[src/rtl/rxf_pkg.sv]
package rxf_pkg;
    localparam int ADDR_BYTES  = 6;
    localparam int ADDR_W      = ADDR_BYTES * 8;
    localparam int CNT_W       = $clog2(ADDR_BYTES + 1);
    localparam int HASH_IDX_W  = 6;
    localparam int HASH_W      = 1 << HASH_IDX_W;
    localparam int CRC_W       = 32;
    localparam logic [CRC_W-1:0] CRC_POLY   = 32'hEDB88320;
    localparam logic [CRC_W-1:0] CRC_PRESET = '1;

    typedef enum logic [2:0] {
        RSN_NONE    = 3'd0,
        RSN_PROMISC = 3'd1,
        RSN_BCAST   = 3'd2,
        RSN_STATION = 3'd3,
        RSN_ALLGRP  = 3'd4,
        RSN_HASH    = 3'd5,
        RSN_REJ_UNI = 3'd6,
        RSN_REJ_GRP = 3'd7
    } reason_e;

    // Advance a reflected CRC register by one byte, least significant bit first.
    function automatic logic [CRC_W-1:0] crc_byte(input logic [CRC_W-1:0] c,
                                                   input logic [7:0] b);
        logic [CRC_W-1:0] r;
        r = c;
        for (int i = 0; i < 8; i++) begin
            if (r[0] ^ b[i]) r = (r >> 1) ^ CRC_POLY;
            else             r = r >> 1;
        end
        return r;
    endfunction
endpackage

[src/rtl/rxf_addr_cap.sv]
module rxf_addr_cap
    import rxf_pkg::*;
(
    input  logic              clk,
    input  logic              rst_n,
    input  logic              byte_vld,
    input  logic              byte_first,
    input  logic [7:0]        byte_in,
    output logic              take,
    output logic              restart,
    output logic              done,
    output logic [ADDR_W-1:0] addr_nxt
);
    typedef struct packed {
        logic [CNT_W-1:0]  cnt;   // 0: idle, 1..ADDR_BYTES: bytes gathered
        logic [ADDR_W-1:0] addr;
    } cap_t;

    cap_t cap_d, cap_q;

    always_comb begin
        cap_d   = cap_q;
        restart = byte_vld && byte_first;
        take    = restart ||
                  (byte_vld && (cap_q.cnt != '0) && (cap_q.cnt < CNT_W'(ADDR_BYTES)));
        if (restart) begin
            cap_d.cnt  = CNT_W'(1);
            cap_d.addr = {{(ADDR_W-8){1'b0}}, byte_in};
        end else if (take) begin
            cap_d.cnt  = cap_q.cnt + CNT_W'(1);
            cap_d.addr = {cap_q.addr[ADDR_W-9:0], byte_in};
        end
        done     = take && (cap_d.cnt == CNT_W'(ADDR_BYTES));
        addr_nxt = cap_d.addr;
    end

    always_ff @(posedge clk) begin
        if (!rst_n) cap_q <= '0;
        else        cap_q <= cap_d;
    end

    assert_cnt_bound_R11: assert property (@(posedge clk) disable iff (!rst_n)
        cap_q.cnt <= CNT_W'(ADDR_BYTES));

    assert_restart_R11: assert property (@(posedge clk) disable iff (!rst_n)
        (byte_vld && byte_first) |=> (cap_q.cnt == CNT_W'(1)));

    assert_no_first_idle_R12: assert property (@(posedge clk) disable iff (!rst_n)
        (cap_q.cnt == '0 && !(byte_vld && byte_first)) |=> (cap_q.cnt == '0));
endmodule

[src/rtl/rxf_crc_acc.sv]
module rxf_crc_acc
    import rxf_pkg::*;
(
    input  logic                  clk,
    input  logic                  rst_n,
    input  logic                  take,
    input  logic                  restart,
    input  logic [7:0]            byte_in,
    output logic [HASH_IDX_W-1:0] bucket_nxt
);
    typedef struct packed {
        logic [CRC_W-1:0] crc;
    } crc_t;

    crc_t crc_d, crc_q;

    always_comb begin
        crc_d = crc_q;
        if (take)
            crc_d.crc = crc_byte(restart ? CRC_PRESET : crc_q.crc, byte_in);
        bucket_nxt = crc_d.crc[CRC_W-1 -: HASH_IDX_W];
    end

    always_ff @(posedge clk) begin
        if (!rst_n) crc_q <= '{crc: CRC_PRESET};
        else        crc_q <= crc_d;
    end

    assert_idle_hold_R11: assert property (@(posedge clk) disable iff (!rst_n)
        !take |=> $stable(crc_q.crc));
endmodule

[src/rtl/rxf_decide.sv]
module rxf_decide
    import rxf_pkg::*;
(
    input  logic [ADDR_W-1:0]     addr,
    input  logic [HASH_IDX_W-1:0] bucket,
    input  logic [ADDR_W-1:0]     sta_addr,
    input  logic [HASH_W-1:0]     mc_hash,
    input  logic                  cfg_promisc,
    input  logic                  cfg_all_grp,
    input  logic                  cfg_hash_grp,
    output logic                  accept,
    output reason_e               reason
);
    logic is_group, is_bcast, sta_hit, hash_hit;

    always_comb begin
        is_group = addr[ADDR_W-8];
        is_bcast = &addr;
        sta_hit  = (addr == sta_addr);
        hash_hit = mc_hash[bucket];

        if (cfg_promisc)                   reason = RSN_PROMISC;
        else if (is_bcast)                 reason = RSN_BCAST;
        else if (sta_hit)                  reason = RSN_STATION;
        else if (!is_group)                reason = RSN_REJ_UNI;
        else if (cfg_all_grp)              reason = RSN_ALLGRP;
        else if (cfg_hash_grp && hash_hit) reason = RSN_HASH;
        else                               reason = RSN_REJ_GRP;

        accept = (reason != RSN_REJ_UNI) && (reason != RSN_REJ_GRP);
    end
endmodule

[src/rtl/rx_addr_filter.sv]
module rx_addr_filter
    import rxf_pkg::*;
(
    input  logic        clk,
    input  logic        rst_n,
    input  logic        rx_byte_vld,
    input  logic        rx_byte_first,
    input  logic [7:0]  rx_byte,
    input  logic [47:0] sta_addr,
    input  logic [63:0] mc_hash,
    input  logic        cfg_promisc,
    input  logic        cfg_all_grp,
    input  logic        cfg_hash_grp,
    output logic        dec_vld,
    output logic        dec_accept,
    output logic [2:0]  dec_reason,
    output logic [5:0]  dec_bucket
);
    typedef struct packed {
        logic                  vld;
        logic                  accept;
        reason_e               reason;
        logic [HASH_IDX_W-1:0] bucket;
    } dec_t;

    logic                  take, restart, done;
    logic [ADDR_W-1:0]     addr_nxt;
    logic [HASH_IDX_W-1:0] bucket_nxt;
    logic                  acc_c;
    reason_e               rsn_c;
    dec_t                  dec_d, dec_q;

    rxf_addr_cap u_cap (
        .clk        (clk),
        .rst_n      (rst_n),
        .byte_vld   (rx_byte_vld),
        .byte_first (rx_byte_first),
        .byte_in    (rx_byte),
        .take       (take),
        .restart    (restart),
        .done       (done),
        .addr_nxt   (addr_nxt)
    );

    rxf_crc_acc u_crc (
        .clk        (clk),
        .rst_n      (rst_n),
        .take       (take),
        .restart    (restart),
        .byte_in    (rx_byte),
        .bucket_nxt (bucket_nxt)
    );

    rxf_decide u_dec (
        .addr         (addr_nxt),
        .bucket       (bucket_nxt),
        .sta_addr     (sta_addr),
        .mc_hash      (mc_hash),
        .cfg_promisc  (cfg_promisc),
        .cfg_all_grp  (cfg_all_grp),
        .cfg_hash_grp (cfg_hash_grp),
        .accept       (acc_c),
        .reason       (rsn_c)
    );

    always_comb begin
        dec_d     = dec_q;
        dec_d.vld = done;
        if (done) begin
            dec_d.accept = acc_c;
            dec_d.reason = rsn_c;
            dec_d.bucket = bucket_nxt;
        end
    end

    always_ff @(posedge clk) begin
        if (!rst_n) dec_q <= '{vld: 1'b0, accept: 1'b0, reason: RSN_NONE, bucket: '0};
        else        dec_q <= dec_d;
    end

    assign dec_vld    = dec_q.vld;
    assign dec_accept = dec_q.accept;
    assign dec_reason = dec_q.reason;
    assign dec_bucket = dec_q.bucket;

    assert_vld_after_byte_R2: assert property (@(posedge clk) disable iff (!rst_n)
        dec_vld |-> $past(rx_byte_vld));

    assert_vld_single_R2: assert property (@(posedge clk) disable iff (!rst_n)
        dec_vld |=> !dec_vld);

    assert_hold_R2: assert property (@(posedge clk) disable iff (!rst_n)
        !dec_vld |-> ($stable(dec_reason) && $stable(dec_accept) && $stable(dec_bucket)));

    assert_promisc_accepts_R5: assert property (@(posedge clk) disable iff (!rst_n)
        (dec_vld && $past(cfg_promisc)) |-> (dec_accept && dec_reason == 3'd1));

    assert_hash_bit_set_R8: assert property (@(posedge clk) disable iff (!rst_n)
        (dec_vld && dec_reason == 3'd5) |->
            ((($past(mc_hash) >> dec_bucket) & 64'd1) != 64'd0));

    assert_reject_flag_R10: assert property (@(posedge clk) disable iff (!rst_n)
        (dec_vld && dec_reason[2:1] == 2'b11) |-> !dec_accept);
endmodule

[config.mk]
export PLATFORM = sky130hd
export DESIGN_NAME = rx_addr_filter
export DESIGN_NICKNAME = d
export VERILOG_FILES = /design/src/rtl/rxf_pkg.sv /design/src/rtl/rxf_addr_cap.sv /design/src/rtl/rxf_crc_acc.sv /design/src/rtl/rxf_decide.sv /design/src/rtl/rx_addr_filter.sv
export SDC_FILE = /design/constraint.sdc
export NUM_CORES = 1
export LEC_CHECK = 0
export BUFFER_PORTS_ARGS = -buffer_cell sky130_fd_sc_hd__buf_2
export CORE_UTILIZATION = 60
export CTS_BUF_LIST = sky130_fd_sc_hd__clkbuf_4 sky130_fd_sc_hd__clkbuf_8 sky130_fd_sc_hd__clkbuf_16
export DETAILED_ROUTE_END_ITERATION = 7
export HOLD_SLACK_MARGIN = 0.02
export PLACE_DENSITY = 0.87
export SETUP_SLACK_MARGIN = 0.4
export SLEW_MARGIN = 40
export SYNTH_ARGS = -nofsm -noshare
export SYNTH_HDL_FRONTEND = slang
export SYNTH_SLANG_ARGS = --single-unit
export TNS_END_PERCENT = 50
[constraint.sdc]
create_clock -name clk -period 10.92 [get_ports clk]
set_clock_uncertainty 0.1 [all_clocks]
set_input_delay 2.184 -clock clk [delete_from_list [all_inputs] [get_ports clk]]
set_output_delay 2.184 -clock clk [all_outputs]
set_load 0.05 [all_outputs]
==> results of run 1 <==
area by class of cell:
cell class                      count  area [um2]
Multi-Input combinational cell    608        4130
Fill cell                         764        2770
Sequential cell                    94        1880
Timing Repair Buffer              143         731
Tap cell                          133         166
Clock buffer                        9         124
Clock inverter                      7         115
Inverter                           12        45.0
final timing paths:
| kind | startpoint | to | slack [ns] | cells past startpoint |
|---|---|---|---|---|
| min reg2reg | u_crc.crc_q[28]$_SDFF_PN1_ | u_crc.crc_q[20]$_SDFFE_PN1N_ | 0.38 | 1 |
| max | rx_byte_vld | dec_accept$_SDFFE_PN0P_ | 4.98 | 14 |
| max reg2reg | u_cap.cap_q[48]$_SDFF_PN0_ | dec_accept$_SDFFE_PN0P_ | 6.43 | 15 |
| min | u_crc.crc_q[28]$_SDFF_PN1_ | u_crc.crc_q[20]$_SDFFE_PN1N_ | 0.38 | 1 |
stage by stage:
step | instances | hold WS (ns) | total power, mW | utilization (%) | setup slack (ns)
floorplan | 764 | 0.344 | 0.749 | - | 5.91
global placement | 990 | 0.358 | 0.817 | 69.7 | 4.50
detailed placement | 990 | 0.359 | 0.834 | 69.7 | 4.42
CTS | 1006 | 0.373 | 1.11 | 72.1 | 4.82
global route | 1006 | 0.418 | 1.17 | 72.2 | 4.73
finish | 1006 | 0.378 | 1.12 | 72.2 | 4.98
routing by layer:
| metal | up-vias | wire (um) | global-route usage [%] |
|---|---|---|---|
| met5 | - | 0 | 0 |
| met4 | 0 | 406 | 12.7 |
| met3 | 38 | 1670 | 4.82 |
| met2 | 337 | 8490 | 55.1 |
| met1 | 2946 | 7840 | 46.8 |
| li1 | 2922 | - | - |
kinds of logic (layout without fill, tap and decap cells):
| group | count (synthesis) | after routing | share of synthesized area, % |
|---|---|---|---|
| flip-flops | 94 | 94 | 30.0 |
| XOR/XNOR | 114 | 114 | 17.2 |
| multiplexers | 62 | 62 | 9.92 |
| AO/OA/AOI/OAI | 155 | 155 | 16.8 |
| buffers and inverters | 62 | 171 | 4.53 |
| adder cells (fa/ha/maj) | 2 | 2 | 0.399 |
| AND/OR/NAND/NOR | 275 | 275 | 21.1 |
power groups by stage:
stage / clock [mW] / combinational [mW] / sequential (mW)
floorplan: 0 / 0.367 / 0.382
global placement: 0 / 0.427 / 0.390
detailed placement: 0 / 0.443 / 0.391
CTS: 0.279 / 0.448 / 0.383
global route: 0.291 / 0.498 / 0.386
finish: 0.278 / 0.459 / 0.384
state kept, by name (all words and copies together), names as in the netlist:
| signal | count |
|---|---|
| u_cap.cap_q | 51 |
| u_crc.crc_q | 32 |
| dec_bucket | 6 |
| dec_reason | 3 |
| dec_accept | 1 |
| dec_vld | 1 |
layout by cell type (no fill, tap or decap), types with 12 or more instances in the layout:
cell type / instances
a21oi_1: 43
a31oi_1: 12
buf_2: 137
dfxtp_1: 94
inv_1: 12
mux2i_1: 61
nand2_1: 87
nand3_1: 12
nand4_1: 18
nor2_1: 92
nor3b_1: 12
o211ai_1: 19
o21ai_0: 17
o32ai_1: 15
xnor2_1: 62
xor2_1: 45
==> results.py, run 1 <==
metrics = {
    "setup_path": {
        "path_class": "input port to flip-flop",
        "cp_max_fo": 71,
        "cp_slowest_cell": "o21a_2",
        "worstPathCellList": "buf_2 -> and2_2 -> buf_4 -> nor2_1 -> xnor2_2 -> xnor3_1 -> o21a_2 -> nand2_1 -> a32o_1 -> a221oi_1 -> a22oi_1 -> and4_1 -> nor3_2 -> o221a_1",
        "path_buf_inv": 2,
        "crit_family": "compound AO/OA/AOI/OAI gates",
        "required_ns": 11.16,
        "max_stage_delay_ns": 0.60,
        "end_kind": "flip-flop",
        "startpoint_type": "input port",
        "critPathArrivalTime_ns": 6.17,
    },
    "cts": {
        "post_cts_buffers": 0,
        "clock-root-buffer": "clkbuf_8",
        "clock_sinks": 94,
        "htree_num_levels": 3,
        "cts-buffers-inserted": 9,
        "post_cts_resized": 0,
        "clkTransAtPathRegs_ns": 0.10,
        "cts.hold.buffers_added": 0,
        "insertion_delay_ns": 0.39,
        "cts_max_path_buffers": 2,
        "cts_tree": "built",
    },
    "drt": {
        "firstDrtPassIters": 7,
        "drc": 0,
        "wl_mm": 18.4,
        "drt-vias-per-instance": 6.21,
        "wl_per_cell_um": 18.3,
        "via_count": 6243,
        "antenna_left": 0,
        "dr.first_iter.drc_count": 666,
    },
    "pwr": {
        "ir_drop_v": 0.000101,
        "power_frac_clock_pct": 24.8,
        "cellLeakagePower_nw": 3.01,
        "power_density_mw_per_mm2": 156,
        "swShare_pct": 38.1,
        "seqPwrFrac_pct": 34.2,
        "p_int_mw": 0.694,
        "p_switching_mw": 0.427,
        "power_frac_comb_pct": 41.0,
    },
    "final_layout": {
        "antennaDiodeCount": 0,
        "fin_nets": 997,
        "drive_above_1_share_pct": 20.6,
        "design_area_mm2": 0.00719,
        "area_growth_pct": 14.7,
    },
    "floorplan": {
        "io_pins": 138,
        "fp.dieW_um": 104,
        "num_rows": 36,
        "fp.dieArea_mm2": 0.0109,
        "start_util_pct": 63.0,
        "die_h_um": 104,
        "coreArea_mm2": 0.00995,
    },
    "sta": {
        "post-route-min-period_ns": 5.94,
        "slew_viol_final": 0,
        "rsz0062_at_grt": "false",
        "fin_crit_sh_pct": 54.4,
        "worst_pin_slew_ns": 0.844,
        "max_freq_mhz": 168,
        "hold_viol": 0,
        "slew_headroom_pct": 43.6,
        "tns_ns": 0,
        "setup_viol": 0,
    },
    "place": {
        "gp_congestion": 0.939,
        "hpwl_mm": 13.5,
        "port_buffers": 137,
        "place_area_mm2": 0.00694,
    },
    "global_route": {
        "antenna_found_initial": 0,
        "gr-total-overflow": 0,
        "grt_pass1_vias": 5897,
        "grtUsageTotal_pct": 34.3,
        "grt_pass1_wl_mm": 29.5,
        "grt_max_degree": 72,
    },
    "logic_synthesis": {
        "synth_top_area_share_pct": 30.0,
        "ys_seq_elements": 94,
        "yosysTopAreaCell": "dfxtp_1",
        "syn_area_per_cell_um2": 8.20,
        "synth_edf_count": 0,
        "syn-cell-area_mm2": 0.00627,
        "yosysWarnings": 0,
        "netlist_instances": 764,
        "synthTopCellsByArea": "dfxtp_1, mux2i_1, xnor2_1, xor2_1, nor2_1",
        "yosysSeqAreaShare_pct": 30.0,
        "ys_types": 63,
        "synth-async-reset-ratio_pct": 0,
        "synth_most_common_cell": "dfxtp_1",
        "synthTopCellsByCount": "dfxtp_1, nor2_1, nand2_1",
        "synth_nets": 893,
        "ys.flop_type": "dfxtp_1",
    },
    "worst_hold_path": {
        "hp-class": "flip-flop to flip-flop",
    },
    "job": {
        "max-cap-violations": 0,
    },
    "status": {
        "status": "finished clean",
    },
}
Note: power is estimated with default switching activity, not from simulation.
==> run 2: changes to the inputs <==
--- a/config.mk
+++ b/config.mk
@@ -6,11 +6,11 @@
 export NUM_CORES = 1
 export LEC_CHECK = 0
 export BUFFER_PORTS_ARGS = -buffer_cell sky130_fd_sc_hd__buf_2
-export CORE_UTILIZATION = 60
+export CORE_UTILIZATION = 55
 export CTS_BUF_LIST = sky130_fd_sc_hd__clkbuf_4 sky130_fd_sc_hd__clkbuf_8 sky130_fd_sc_hd__clkbuf_16
 export DETAILED_ROUTE_END_ITERATION = 7
 export HOLD_SLACK_MARGIN = 0.02
-export PLACE_DENSITY = 0.87
+export PLACE_DENSITY = 0.81
 export SETUP_SLACK_MARGIN = 0.4
 export SLEW_MARGIN = 40
 export SYNTH_ARGS = -nofsm -noshare
==> constraint.sdc (replaced) <==
create_clock -name clk -period 5.9 [get_ports clk]
set_clock_uncertainty 0.1 [all_clocks]
set_input_delay 1.18 -clock clk [delete_from_list [all_inputs] [get_ports clk]]
set_output_delay 1.18 -clock clk [all_outputs]
set_load 0.05 [all_outputs]
==> results.py, run 2 (synthesis gave the netlist of run 1 again) <==
metrics = {
    "final_layout": {
        "area_growth_pct": 15.9,
        "fillers": 944,
        "fin_nets": 1002,
        "top_register": "u_cap.cap_q",
        "antennaDiodeCount": 0,
        "mostFrequentLayoutCells": "buf_2, dfxtp_1, nor2_1",
        "largest_reg_flops": 51,
        "area.sequential_mm2": 0.00188,
        "drive_above_1_share_pct": 20.8,
        "final_common_cell": "buf_2",
        "fin_util_pct": 66.2,
        "multi_input_area_mm2": 0.00412,
    },
    "worst_hold_path": {
        "hp-class": "flip-flop to flip-flop",
        "hold_depth": 1,
        "min-delay-start": "u_crc.crc_q[31]$_SDFF_PN1_",
        "min_to": "u_crc.crc_q[23]$_SDFFE_PN1N_",
    },
    "global_route": {
        "gr-total-overflow": 0,
        "grtUsageTotal_pct": 30.2,
        "antenna_found_initial": 1,
        "grt_pass1_wl_mm": 27.6,
        "grt_max_degree": 50,
        "grt_pass1_vias": 5582,
    },
    "pwr": {
        "power_density_mw_per_mm2": 288,
        "ir_drop_v": 0.000278,
        "cellLeakagePower_nw": 3.04,
    },
    "setup_path": {
        "max_stage_delay_ns": 0.67,
        "required_ns": 6.09,
        "cp_slowest_cell": "and2_2",
        "path_buf_inv": 2,
        "r2r_cells": 14,
        "r2r-end": "dec_accept$_SDFFE_PN0P_",
        "cp_max_fo": 24,
        "r2r-start": "u_cap.cap_q[48]$_SDFF_PN0_",
        "startpoint_type": "flip-flop",
        "r2r_slack_ns": 1.27,
        "crit_family": "simple AND/OR/NAND/NOR gates",
        "path_class": "flip-flop to flip-flop",
        "critPathArrivalTime_ns": 4.82,
        "end_kind": "flip-flop",
        "worstPathCellList": "inv_1 -> ha_1 -> mux2i_1 -> and2_2 -> buf_4 -> mux2i_1 -> or2_1 -> nor4_1 -> o2111ai_1 -> nor4_1 -> nand4_1 -> and2_1 -> nand3b_1 -> o221a_1",
    },
    "place": {
        "port_buffers": 137,
        "hpwl_mm": 13.3,
        "gp_congestion": 0.891,
    },
    "sta": {
        "setup_viol": 0,
        "slew_viol_final": 0,
        "tns_ns": 0,
        "rsz0062_at_grt": "false",
        "max_freq_mhz": 216,
        "post-route-min-period_ns": 4.63,
        "fin_crit_sh_pct": 78.5,
        "hold_viol": 0,
        "slew_headroom_pct": 46.3,
        "worst_pin_slew_ns": 0.806,
    },
    "job": {
        "max-cap-violations": 0,
    },
    "drt": {
        "firstDrtPassIters": 5,
        "dr.first_iter.drc_count": 345,
        "wl_per_cell_um": 17.0,
        "wl_mm": 17.3,
        "antenna_left": 0,
        "via_count": 5972,
        "drc": 0,
        "drt-vias-per-instance": 5.87,
    },
    "floorplan": {
        "io_pins": 138,
        "die_h_um": 109,
        "coreArea_mm2": 0.0110,
        "start_util_pct": 57.1,
        "num_rows": 38,
        "fp.dieArea_mm2": 0.0118,
        "fp.dieW_um": 109,
    },
    "cts": {
        "clkTransAtPathRegs_ns": 0.07,
        "clock_sinks": 94,
        "htree_num_levels": 3,
        "cts_max_path_buffers": 2,
        "insertion_delay_ns": 0.34,
        "cts_tree": "built",
        "cts-buffers-inserted": 9,
        "post_cts_resized": 0,
        "clock-root-buffer": "clkbuf_16",
        "cts.hold.buffers_added": 0,
        "post_cts_buffers": 0,
    },
    "status": {
        "status": "finished clean",
    },
}
-- run 2: how the worst max path moves through the flow --
| stage | start | to | slack [ns] | cells past startpoint |
|---|---|---|---|---|
| floorplan | rx_byte[1] | dec_accept$_SDFFE_PN0P_ | 1.90 | 15 |
| global route | rx_byte_vld | dec_accept$_SDFFE_PN0P_ | 1.03 | 13 |
| detailed placement | rx_byte_vld | dec_accept$_SDFFE_PN0P_ | 1.04 | 14 |
| finish | u_cap.cap_q[48]$_SDFF_PN0_ | dec_accept$_SDFFE_PN0P_ | 1.27 | 14 |
| global placement | rx_byte_vld | dec_accept$_SDFFE_PN0P_ | 1.13 | 14 |
| CTS | rx_byte_vld | dec_accept$_SDFFE_PN0P_ | 1.39 | 14 |
-- run 2: metrics by stage --
step / area [um2] / total power [mW] / cells / hold WS, ns / setup WS (ns)
finish: 7270 / 2.09 / 1017 / 0.365 / 1.27
global route: 7270 / 2.21 / 1017 / 0.406 / 1.03
CTS: 7270 / 2.09 / 1017 / 0.366 / 1.39
detailed placement: 6990 / 1.54 / 1002 / 0.362 / 1.04
global placement: 6990 / 1.53 / 1002 / 0.359 / 1.13
floorplan: 6270 / 1.39 / 764 / 0.344 / 1.90
-- run 2: report_power, final --
group	internal, mW	switching, mW
registers	0.674	0.0370
logic	0.368	0.463
clock network	0.310	0.241
-- run 2: per-layer routing --
layer	vias up	global-route usage (%)	share of wire, %
li1	2921	-	-
met1	2748	39.2	44
met2	279	50.0	46
met3	24	7.11	8.9
met4	0	8.49	1.4
met5	-	0	0
-- run 2: area by class of cell --
| class | instances | share of cell area [%] |
|---|---|---|
| clock inverter | 3 | 0.275 |
| inverter | 12 | 0.620 |
| sequential | 94 | 25.9 |
| multi-input combinational | 608 | 56.6 |
| tap | 140 | 2.41 |
| clock buffer | 12 | 3.58 |
| timing repair buffer | 148 | 10.6 |
